**src/rtl/sarx_pkg.sv**
```systemverilog
package sarx_pkg;
  typedef enum logic {
    FMT_MSBJ = 1'b0,
    FMT_I2S  = 1'b1
  } sarx_fmt_e;

  localparam int unsigned SARX_SYNC_STAGES = 2;
endpackage

```
**src/rtl/sarx_sync.sv**
```systemverilog
module sarx_sync #(
  parameter int unsigned W      = 3,
  parameter int unsigned STAGES = 2
) (
  input  logic         clk_i,
  input  logic         rst_ni,
  input  logic [W-1:0] d_i,
  output logic [W-1:0] q_o
);
  logic [W-1:0] stg [STAGES];

  for (genvar s = 0; s < STAGES; s++) begin : g_stage
    if (s == 0) begin : g_first
      always_ff @(posedge clk_i or negedge rst_ni)
        if (!rst_ni) stg[s] <= '0;
        else         stg[s] <= d_i;
    end else begin : g_next
      always_ff @(posedge clk_i or negedge rst_ni)
        if (!rst_ni) stg[s] <= '0;
        else         stg[s] <= stg[s-1];
    end
  end

  assign q_o = stg[STAGES-1];
endmodule

```
**src/rtl/sarx_edge.sv**
```systemverilog
module sarx_edge (
  input  logic clk_i,
  input  logic rst_ni,
  input  logic sck_i,
  input  logic ws_i,
  output logic rise_o,
  output logic ws_chg_o,
  output logic ws_prev_o
);
  logic sck_d, ws_q, started_q;

  assign rise_o    = sck_i & ~sck_d;
  // first rise only records the level; it is never a change
  assign ws_chg_o  = rise_o & started_q & (ws_i != ws_q);
  assign ws_prev_o = ws_q;

  always_ff @(posedge clk_i or negedge rst_ni) begin
    if (!rst_ni) begin
      sck_d     <= 1'b0;
      ws_q      <= 1'b0;
      started_q <= 1'b0;
    end else begin
      sck_d <= sck_i;
      if (rise_o) begin
        ws_q      <= ws_i;
        started_q <= 1'b1;
      end
    end
  end
endmodule

```
**src/rtl/sarx_deser.sv**
```systemverilog
module sarx_deser #(
  parameter int unsigned WORD_W = 24
) (
  input  logic              clk_i,
  input  logic              rst_ni,
  input  logic              i2s_i,
  input  logic              rise_i,
  input  logic              ws_chg_i,
  input  logic              sd_i,
  output logic              done_o,
  output logic [WORD_W-1:0] word_o
);
  localparam int unsigned CNT_W   = $clog2(WORD_W + 2);
  localparam int unsigned IDX_W   = $clog2(WORD_W);
  localparam logic [CNT_W-1:0] CNT_SAT = CNT_W'(WORD_W + 1);

  logic [CNT_W-1:0]  cnt_q, pos;
  logic [IDX_W-1:0]  idx;
  logic [WORD_W-1:0] acc_q, acc_upd;
  logic              armed_q, in_old, own_old;

  // slot count continues into the edge slot; I2S shifts data one slot late
  assign pos     = cnt_q - CNT_W'(i2s_i);
  assign in_old  = (cnt_q >= CNT_W'(i2s_i)) && (pos < CNT_W'(WORD_W));
  assign idx     = IDX_W'(WORD_W - 1) - IDX_W'(pos);
  // in I2S the edge slot still belongs to the word being closed
  assign own_old = !ws_chg_i || i2s_i;

  always_comb begin
    acc_upd = acc_q;
    if (rise_i && own_old && in_old) acc_upd[idx] = sd_i;
  end

  assign done_o = ws_chg_i & armed_q;
  assign word_o = acc_upd;

  always_ff @(posedge clk_i or negedge rst_ni) begin
    if (!rst_ni) begin
      cnt_q   <= '0;
      acc_q   <= '0;
      armed_q <= 1'b0;
    end else if (rise_i) begin
      if (ws_chg_i) begin
        acc_q   <= {sd_i & ~i2s_i, {(WORD_W-1){1'b0}}};
        cnt_q   <= CNT_W'(1);
        armed_q <= 1'b1;
      end else begin
        acc_q <= acc_upd;
        if (cnt_q != CNT_SAT) cnt_q <= cnt_q + 1'b1;
      end
    end
  end
endmodule

```
**src/rtl/serial_audio_rx.sv**
```systemverilog
module serial_audio_rx
  import sarx_pkg::*;
#(
  parameter int unsigned WORD_W = 24
) (
  input  logic              clk_i,
  input  logic              rst_ni,
  input  logic              fmt_i,
  input  logic              sck_i,
  input  logic              ws_i,
  input  logic              sd_i,
  output logic [WORD_W-1:0] left_o,
  output logic [WORD_W-1:0] right_o,
  output logic              valid_o
);
  logic              sck_s, ws_s, sd_s;
  logic              bit_rise, ws_chg, ws_prev, word_done, is_i2s, old_is_left;
  logic              have_left_q;
  logic [WORD_W-1:0] word, left_hold_q;

  assign is_i2s = (fmt_i == FMT_I2S);

  sarx_sync #(.W(3), .STAGES(SARX_SYNC_STAGES)) u_sync (
    .clk_i (clk_i),
    .rst_ni(rst_ni),
    .d_i   ({sck_i, ws_i, sd_i}),
    .q_o   ({sck_s, ws_s, sd_s})
  );

  sarx_edge u_edge (
    .clk_i    (clk_i),
    .rst_ni   (rst_ni),
    .sck_i    (sck_s),
    .ws_i     (ws_s),
    .rise_o   (bit_rise),
    .ws_chg_o (ws_chg),
    .ws_prev_o(ws_prev)
  );

  sarx_deser #(.WORD_W(WORD_W)) u_deser (
    .clk_i   (clk_i),
    .rst_ni  (rst_ni),
    .i2s_i   (is_i2s),
    .rise_i  (bit_rise),
    .ws_chg_i(ws_chg),
    .sd_i    (sd_s),
    .done_o  (word_done),
    .word_o  (word)
  );

  // left level: high in MSB-justified, low in I2S
  assign old_is_left = is_i2s ? ~ws_prev : ws_prev;

  always_ff @(posedge clk_i or negedge rst_ni) begin
    if (!rst_ni) begin
      left_o      <= '0;
      right_o     <= '0;
      valid_o     <= 1'b0;
      left_hold_q <= '0;
      have_left_q <= 1'b0;
    end else begin
      valid_o <= 1'b0;
      if (word_done) begin
        if (old_is_left) begin
          left_hold_q <= word;
          have_left_q <= 1'b1;
        end else if (have_left_q) begin
          left_o      <= left_hold_q;
          right_o     <= word;
          valid_o     <= 1'b1;
          have_left_q <= 1'b0;
        end
      end
    end
  end
endmodule

```
**config.mk**
```make
export PLATFORM = sky130hd
export DESIGN_NAME = serial_audio_rx
export DESIGN_NICKNAME = d
export VERILOG_FILES = /design/src/rtl/sarx_pkg.sv /design/src/rtl/sarx_sync.sv /design/src/rtl/sarx_edge.sv /design/src/rtl/sarx_deser.sv /design/src/rtl/serial_audio_rx.sv
export SDC_FILE = /design/constraint.sdc
export NUM_CORES = 1
export LEC_CHECK = 0
export ABC_AREA = 1
export BUFFER_PORTS_ARGS = -buffer_cell sky130_fd_sc_hd__buf_2
export CORE_AREA = 2 2 131 145
export DETAILED_ROUTE_END_ITERATION = 7
export DIE_AREA = 0 0 133 147
export HOLD_SLACK_MARGIN = 0.15
export SYNTH_ARGS = -nofsm -noshare
export SYNTH_HDL_FRONTEND = slang
export SYNTH_HIERARCHICAL = 1
export SYNTH_SLANG_ARGS = --single-unit
export TNS_END_PERCENT = 100
```
**constraint.sdc**
```tcl
create_clock -name clk_i -period 2.2 [get_ports clk_i]
set_clock_uncertainty 0.2 [all_clocks]
set_input_delay 0.44 -clock clk_i [delete_from_list [all_inputs] [get_ports clk_i]]
set_output_delay 0.44 -clock clk_i [all_outputs]
set_load 0.005 [all_outputs]
```
# Word level (Yosys, flattened, before mapping)
# Cells that the tools add are included.
[op_classes] add_sub_neg=3 magnitude_cmp=4 n_eq_ne=2 mux=12 bitwise=9 n_reduce_logical=11
[ops] cell="$mux 24" n=2
[ops] cell="$bwmux 24" n=1
[ops] cell="$mux 5" n=2
[ops] cell="$lt 5x6->1 const B" n=1
[ops] cell="$mux 1" n=6
[ops] cell="$reduce_and 2->1" n=3
[ops] cell="$add 5x1->5 const B" n=1
[ops] cell="$and 1x1->1" n=5
[ops] cell="$demux 1 s5" n=1
[ops] cell="$ge 5x1->1" n=1
[ops] cell="$ge 5x1->1 const B" n=1
[ops] cell="$lt 5x5->1 const B" n=1
[ops] cell="$ne 5x5->1 const B" n=1
[ops] cell="$sub 5x1->5" n=1
[ops] cell="$sub 5x5->5 const A" n=1
[ops] cell="$logic_and 1x1->1" n=4
[ops] cell="$not 1->1" n=4
[ops] cell="$reduce_and 3->1" n=1
[ops] cell="$reduce_bool 2->1" n=1
[ops] cell="$logic_not 1->1" n=1
[ops] cell="$logic_or 1x1->1" n=1
[ops] cell="$ne 1x1->1" n=1
[totals] regBits=113 inputBits=6 output_inout_bits=49 word_cells=54

# Depth between registers and ports, before layout
# Gate-level depths: netlist of the first run.
[depth] depth_word=10 depth_mapped=15 ltp_nobuf=14

# Cells and area by module
# The synthesis of the first run kept the hierarchy.
[modules_own_cells] mod="serial_audio_rx" n_inst=1 cells_each=328 area_each_um2=3012.9 seq_area_each_um2=1851.8
[modules_own_cells] mod="sarx_deser" n_inst=1 cells_each=277 area_each_um2=2013.2 seq_area_each_um2=750.7
[modules_own_cells] mod="sarx_sync" n_inst=1 cells_each=9 area_each_um2=172.7 seq_area_each_um2=150.1
[modules_own_cells] mod="sarx_edge" n_inst=1 cells_each=19 area_each_um2=138.9 seq_area_each_um2=75.1

# Least setup slack after synthesis of the first run
# No wires, ideal clock.
[synth_path] path_type="register to register" startpoint="register u_deser.cnt_q[0]" endpoint="register left_hold_q[7]" setup_ns=0.117 arrival_ns=1.849 required_time_ns=1.883 path_slack_ns=0.034 stages_incl_launch_ff=13 n_path_buf=1 synth_period_minus_slack_ns=2.166 path_cell_list="dfrtp_1 > inv_1 > ha_1 > xnor2_2 > inv_2 > nor2_2 > nand3_2 > buf_2 > nor2_1 > nand2_1 > and2_1 > nand4_1 > nand2_1"
[synth_via] elab_chain_cells=8 elab_cells_between_ends=13 cone_classes="2 x add/sub; 4 x order compare; 4 x mux; 3 x reduce/logical"
[synth_rtl] item="start, declared" line="sarx_deser.sv:17" text="logic [CNT_W-1:0] cnt_q, pos;"
[synth_rtl] item="start signal, assigned" line="sarx_deser.sv:49" text="if (cnt_q != CNT_SAT) cnt_q <= cnt_q + 1'b1;"
[synth_rtl] item="$sub 5x1->5" line="sarx_deser.sv:23" text="assign pos = cnt_q - CNT_W'(i2s_i);"
[synth_rtl] item="$sub 5x5->5" line="sarx_deser.sv:25" text="assign idx = IDX_W'(WORD_W - 1) - IDX_W'(pos);"
[synth_rtl] item="$lt 5x6->1 (not written as such) or $ge 5x1->1 (tied branches)" line="sarx_deser.sv:31" text="if (rise_i && own_old && in_old) acc_upd[idx] = sd_i;"
[synth_rtl] item="$logic_and 1x1->1 (not written as such)" line="sarx_deser.sv:31"
[synth_rtl] item="$mux 1 (not written as such)" line="sarx_deser.sv:31"
[synth_rtl] item="$demux 1 s5"
[synth_rtl] item="$bwmux 24" line="sarx_deser.sv:31"
[synth_rtl] item="$mux 24 (*)" line="sarx_deser.sv:31"
[synth_rtl] item="named net word[7]" line="serial_audio_rx.sv:19" text="logic [WORD_W-1:0] word, left_hold_q;"
[synth_rtl] item="end signal, assigned" line="serial_audio_rx.sv:65" text="left_hold_q <= word;"
[synth_rtl] item="end, declared" line="serial_audio_rx.sv:19"
# Mark *: on every way through the listed nets, which the timed path passes. The rest lies on a longest branch.
# A chain may end at the register's enable or synchronous reset.

# Worst setup path after layout of the first run
[layout_path] startpoint="register u_deser.cnt_q[0]" endpoint="register left_hold_q[12]"
# Same word-level chain as after synthesis.

==> results of run 1 <==
[power by group through the flow]
stage,Combinational [mW],Sequential [mW],Clock [mW]
finish,2.76,3.07,2.75
global route,3.07,3.15,2.92
CTS,2.34,3.06,2.82
detailed placement,2.16,3.08,0
global placement,2.13,3.08,0
floorplan,1.25,3.06,0
[registers in the layout, indices dropped and copies added (netlist names)]
signal,count
valid_o,1
u_edge/sck_d,1
u_deser/acc_q,24
u_deser/armed_q,1
right_o,24
u_edge/started_q,1
u_deser/cnt_q,5
u_sync/stg,3
left_o,24
have_left_q,1
left_hold_q,24
u_sync/q_o,3
u_edge/ws_prev_o,1
[repair_timing]
item	in CTS	in global routing
pin swaps	13	38
endpoints found under the hold margin	35	0
setup endpoints to repair	53	95
buffers inserted	2	6
hold buffers	4	0
cloned	0	0
resized for setup	39	71
[cell usage after synthesis, drive strengths merged]
cell | number | share of area
and2 | 24 | 0.028
nand2 | 228 | 0.16
xor2 | 1 | 0.0030
a21oi | 2 | 0.0019
nor3 | 2 | 0.0019
ha | 4 | 0.0094
o21bai | 21 | 0.030
nand3 | 103 | 0.10
nor3b | 1 | 0.0014
nor2 | 22 | 0.020
clkbuf | 6 | 0.0042
dfrtp | 113 | 0.53
buf | 28 | 0.034
or2 | 1 | 0.0012
xnor2 | 1 | 0.0030
o21ai | 11 | 0.010
inv | 36 | 0.025
nand4 | 29 | 0.034
[worst max-delay path: stages, from the launching register on]
cell	delay, ps
dfrtp_1	390
inv_2	80
ha_2	210
nand3_1	130
nand2_4	130
inv_2	90
nor2_4	150
nand2_4	130
buf_4	180
o21bai_4	130
and2_4	160
nand4_1	90
nand2_1	90
[worst min-delay path by stage]
stage	from	endpoint	depth (start not counted)
finish	u_sync/stg[4]$_DFF_PN0_	u_sync/q_o[1]$_DFF_PN0_	0
global route	u_sync/stg[4]$_DFF_PN0_	u_sync/q_o[1]$_DFF_PN0_	0
CTS	u_sync/stg[3]$_DFF_PN0_	u_sync/q_o[0]$_DFF_PN0_	0
detailed placement	u_sync/stg[3]$_DFF_PN0_	u_sync/q_o[0]$_DFF_PN0_	0
global placement	u_sync/stg[5]$_DFF_PN0_	u_sync/q_o[2]$_DFF_PN0_	0
floorplan	rst_ni	have_left_q$_DFFE_PN0P_	0
[cells by family after synthesis]
| group | after synthesis | share of synthesized area |
|---|---|---|
| and+or+nand+nor | 410 | 0.349 |
| buffers and inverters | 70 | 0.0638 |
| adders and majority gates | 4 | 0.00938 |
| AOI/OAI and AO/OA | 34 | 0.0417 |
| xor gates and xnor gates | 2 | 0.00610 |
| DFF | 113 | 0.530 |
[layout make-up]
type | instances | share of cell area
inverter | 36 | 0.0196
multi-input combinational | 450 | 0.353
clock inverter | 12 | 0.0178
sequential | 113 | 0.383
tap | 243 | 0.0411
clock buffer | 20 | 0.0632
timing repair buffer | 123 | 0.123
[routing by layer]
metal | track usage | wire length [um]
met5 | 0 | 0
met4 | 0.0516 | 179
met3 | 0.0369 | 661
met2 | 0.236 | 6690
met1 | 0.196 | 6460
[metrics by stage]
| stage | util | total power, mW | area [sq um] | hold WS [ps] | setup WS, ps |
|---|---|---|---|---|---|
| 2_1_floorplan | - | 4.31 | 5340 | -55.6 | 34.1 |
| 3_3_place_gp | 0.340 | 5.20 | 6170 | 136 | -239 |
| 3_5_place_dp | 0.340 | 5.24 | 6170 | 138 | -263 |
| 4_1_cts | 0.384 | 8.22 | 6970 | 151 | -43.3 |
| 5_1_grt | 0.407 | 9.14 | 7390 | 153 | -138 |
| 6_report | 0.407 | 8.59 | 7390 | 151 | -27.2 |
==> results.yml, run 1 <==
status:
  status: "complete, but fails checks"
  violations: "negative setup slack"
setup_path:
  critical_path_arrival_ps: 2380
  cp-start-kind: "register"
  crit_path_end: "left_hold_q[12]$_DFFE_PN0P_"
  critPathMaxFanout: 6
  required_ps: 2350
  reg2regPathDepth: 12
  crit_type: "reg2reg"
  worstReg2RegStart: "u_deser/cnt_q[0]$_DFFE_PN0P_"
  reg2reg_to: "left_hold_q[12]$_DFFE_PN0P_"
  cp-startpoint: "u_deser/cnt_q[0]$_DFFE_PN0P_"
  rrSetupSlack_ps: -30
  crit_path_end_kind: "register"
detailed_routing:
  vias: 4595
  drt_first_pass_iters: 5
  totalWireLength_um: 14000
  wl_per_cell_um: 14.0
  drt-initial-drc-count: 294
  drc: 0
  routed_via_density: 4.61
  ant_nets: 0
placed_design:
  dp_hpwl_um: 9130
  io_buffer_count: 54
  gp_congestion: 0.783
  place_inst: 953
power_and_ir_drop:
  power.switching_mw: 2.95
  total_leakage_power_nw: 3.78
  internal_power_mw: 5.64
  power_density_nw_per_um2: 1160
  p_clk_frac: 0.321
  switching_share: 0.343
  sequentialPowerShare: 0.357
  combPwrFrac: 0.322
  ir_drop_mv: 0.612
global_route:
  grt_start_max_net_pins: 50
  grt_antenna_before_repair: 0
  gr-total-overflow: 0
  grt_first_pass_wirelength_um: 23000
  grt_pass1_vias: 4548
  grtUsageTotal: 0.148
timing:
  max_clock_freq_mhz: 449
  worstMarginPinSlew_ps: 522
  tns_ps: -52.3
  final_max_slew_viol_count: 0
  hold_viol: 0
  rsz0062_at_grt: "true"
  setup_slack_ps: -27.2
  period_share: 1.01
  setup_viol: 2
  min_period_ps: 2230
  relSlewSlack: 0.652
cells_and_area:
  syn_to_final_growth_pct: 38.4
  final_nets: 751
  layout.cells.non_filler: 997
  layout_common_cells: "nand2_1 (217), dfrtp_1 (113), nand3_1 (80), buf_2 (53), buf_4 (53)"
  post_route_cells_drive_above_1_share: 0.320
  fillCellCount: 1763
  multiInputGateArea_sq_um: 2610
  final_common_cell: "nand2_1"
  seq_area_sq_um: 2830
  num_antenna_cells: 0
synthesis:
  synth_seq_cells: 113
  synth_cells: 633
  syn_area_sq_um: 5340
  synth.distinct_cells: 28
  yosysSeqAreaShare: 0.530
  yosys_warnings: 6
  syn-num-nets: 643
  avgSynthCellArea_sq_um: 8.43
clock_tree:
  cts_buffer_depth: 2
  cts_tree: "yes"
  root_buffer: "clkbuf_16"
  path_clk_slew_ps: 60
  cts-buffers-inserted: 17
  cts.sinks: 113
  clk_latency_ps: 410
  htree_levels: 4
flow_run:
  drv_cap: 0
floorplanning:
  ios: 55
  fp-row-count: 52
  dieArea_sq_um: 19600
  core_region_area_sq_um: 18200
  chipHeight_um: 147
  die_w_um: 133
  start_util: 0.294
hold_path:
  hold_class: "reg2reg"
No activity file was read; power rests on OpenSTA's default activity.
==> run 2: changes to the inputs <==
- SETUP_SLACK_MARGIN: unset -> 0.1
==> run 2 against run 1 <==
Against the previous run: the flow still finishes with violations (negative setup slack); clock power grew 1%; sequential power hardly changed; critical path type unchanged; die area is the same.
==> results.yml, run 2 (synthesis results as in run 1) <==
cells_and_area:
  final_common_cell: "nand2_1"
  fillCellCount: 1731
  post_route_cells_drive_above_1_share: 0.397
  num_antenna_cells: 0
  final_nets: 761
  layout_common_cells: "nand2_1 (213), dfrtp_1 (112), buf_2 (53), nand3_2 (51), nand3_1 (49)"
  syn_to_final_growth_pct: 46.3
  layout.cells.non_filler: 1007
timing:
  max_clock_freq_mhz: 448
  relSlewSlack: 0.749
  period_share: 1.01
  setup_viol: 22
  hold_viol: 0
  min_period_ps: 2230
  worstMarginPinSlew_ps: 377
  final_max_slew_viol_count: 0
  rsz0062_at_grt: "true"
  setup_slack_ps: -31.4
power_and_ir_drop:
  ir_drop_mv: 0.692
  internal_power_mw: 5.79
  power.switching_mw: 3.15
  p_clk_frac: 0.312
  switching_share: 0.352
  power_density_nw_per_um2: 1140
  combPwrFrac: 0.342
  total_leakage_power_nw: 3.94
  total_power_mw: 8.94
  sequentialPowerShare: 0.346
setup_path:
  crit_path_cell_trace: "inv_2 > ha_4 > inv_4 > nor2_4 > nand2_1 > nand2_2 > nand2_4 > nand2_8 > nand3_4 > nor2_4 > nand3_2 > and2_4 > nand4_1 > nand2_1"
  critPathMaxFanout: 7
  crit_path_max_incr_delay_ps: 380
  rrSetupSlack_ps: -30
  critical_path_arrival_ps: 2340
  crit_path_end_kind: "register"
  cp-start-kind: "register"
  required_ps: 2310
  crit_type: "reg2reg"
  cpMaxStageDelayCell: "dfrtp_1"
clock_tree:
  cts-buffers-inserted: 17
  cts_buffer_depth: 2
  root_buffer: "clkbuf_16"
  clk_latency_ps: 420
  path_clk_slew_ps: 60
  htree_levels: 4
  cts.sinks: 113
  cts_tree: "yes"
floorplanning:
  core_region_area_sq_um: 18200
  ios: 55
  start_util: 0.294
  dieArea_sq_um: 19600
  chipHeight_um: 147
  die_w_um: 133
  fp-row-count: 52
detailed_routing:
  drt_first_pass_iters: 5
  routed_via_density: 4.74
  drt-initial-drc-count: 204
  wl_per_cell_um: 14.5
  drc: 0
  ant_nets: 0
  vias: 4772
  totalWireLength_um: 14600
global_route:
  grtUsageTotal: 0.148
  grt_antenna_before_repair: 0
  grt_start_max_net_pins: 50
  gr-total-overflow: 0
  grt_pass1_vias: 4609
  grt_first_pass_wirelength_um: 22900
placed_design:
  dp_hpwl_um: 8890
  io_buffer_count: 54
  gp_congestion: 0.813
  pre_cts_slack_ps: -223
  place_inst: 950
hold_path:
  hold_class: "reg2reg"
status:
  violations: "negative setup slack"
  status: "complete, but fails checks"
flow_run:
  drv_cap: 0
==> run 2: path summary, 6_finish.rpt <==
path | depth (start not counted) | end | start
max | 14 | left_hold_q[20]$_DFFE_PN0P_ | u_deser/cnt_q[0]$_DFFE_PN0P_
min | 0 | u_sync/q_o[1]$_DFF_PN0_ | u_sync/stg[4]$_DFF_PN0_
max reg2reg | 14 | left_hold_q[20]$_DFFE_PN0P_ | u_deser/cnt_q[0]$_DFFE_PN0P_
min reg2reg | 0 | u_sync/q_o[1]$_DFF_PN0_ | u_sync/stg[4]$_DFF_PN0_
max in group asynchronous | 3 | right_o[23]$_DFFE_PN0P_ | rst_ni
min in group asynchronous | 2 | right_o[10]$_DFFE_PN0P_ | rst_ni
==> run 2: worst max-delay path, delay by kind of cell (launching register included) <==
family	cells	cell delay, ps
flip-flops	1	380
buffers and inverters	2	140
adder cells (fa/ha/maj)	1	150
AND/OR/NAND/NOR	11	1250
==> run 2: timing repair <==
action	4_1_cts	5_1_grt
cloned	0	2
hold endpoints to repair	116	0
hold buffers	4	0
setup buffers	8	11
pin swaps	43	56
endpoints found under the setup margin	90	98
resized for setup	56	114
==> run 2: cell type report <==
cell class,instances,area [sq um],area share
Clock buffer,19,453,0.0580
Multi-Input combinational cell,451,2850,0.365
Inverter,36,145,0.0186
Tap cell,243,304,0.0389
Clock inverter,13,151,0.0194
Timing Repair Buffer,132,1070,0.138
Sequential cell,113,2830,0.362
==> run 2: layer usage <==
layer / vias up / GRT usage / wire length [um]
met4: 0 / 0.0543 / 333
met3: 26 / 0.0431 / 715
met1: 2322 / 0.182 / 6310
met5: - / 0 / 0
met2: 112 / 0.247 / 7260
li1: 2312 / - / -
==> run 2: power by group through the flow <==
stage          sequential [mW]  combinational (mW)  clock (mW)
2_1_floorplan             3.07                1.27           0
3_3_place_gp              3.08                2.15           0
3_5_place_dp              3.09                2.19           0
4_1_cts                   3.07                2.45        2.84
5_1_grt                   3.17                3.36        2.95
6_report                  3.09                3.05        2.79
==> run 2: per-stage QoR <==
step / util / instance area, sq um / hold slack [ps] / TNS [ps]
floorplan: - / 5360 / -55.6 / 0
global placement: 0.343 / 6230 / 133 / -8250
detailed placement: 0.343 / 6230 / 139 / -9950
CTS: 0.393 / 7140 / 152 / 0
global route: 0.430 / 7810 / 167 / -6240
finish: 0.430 / 7810 / 152 / -265
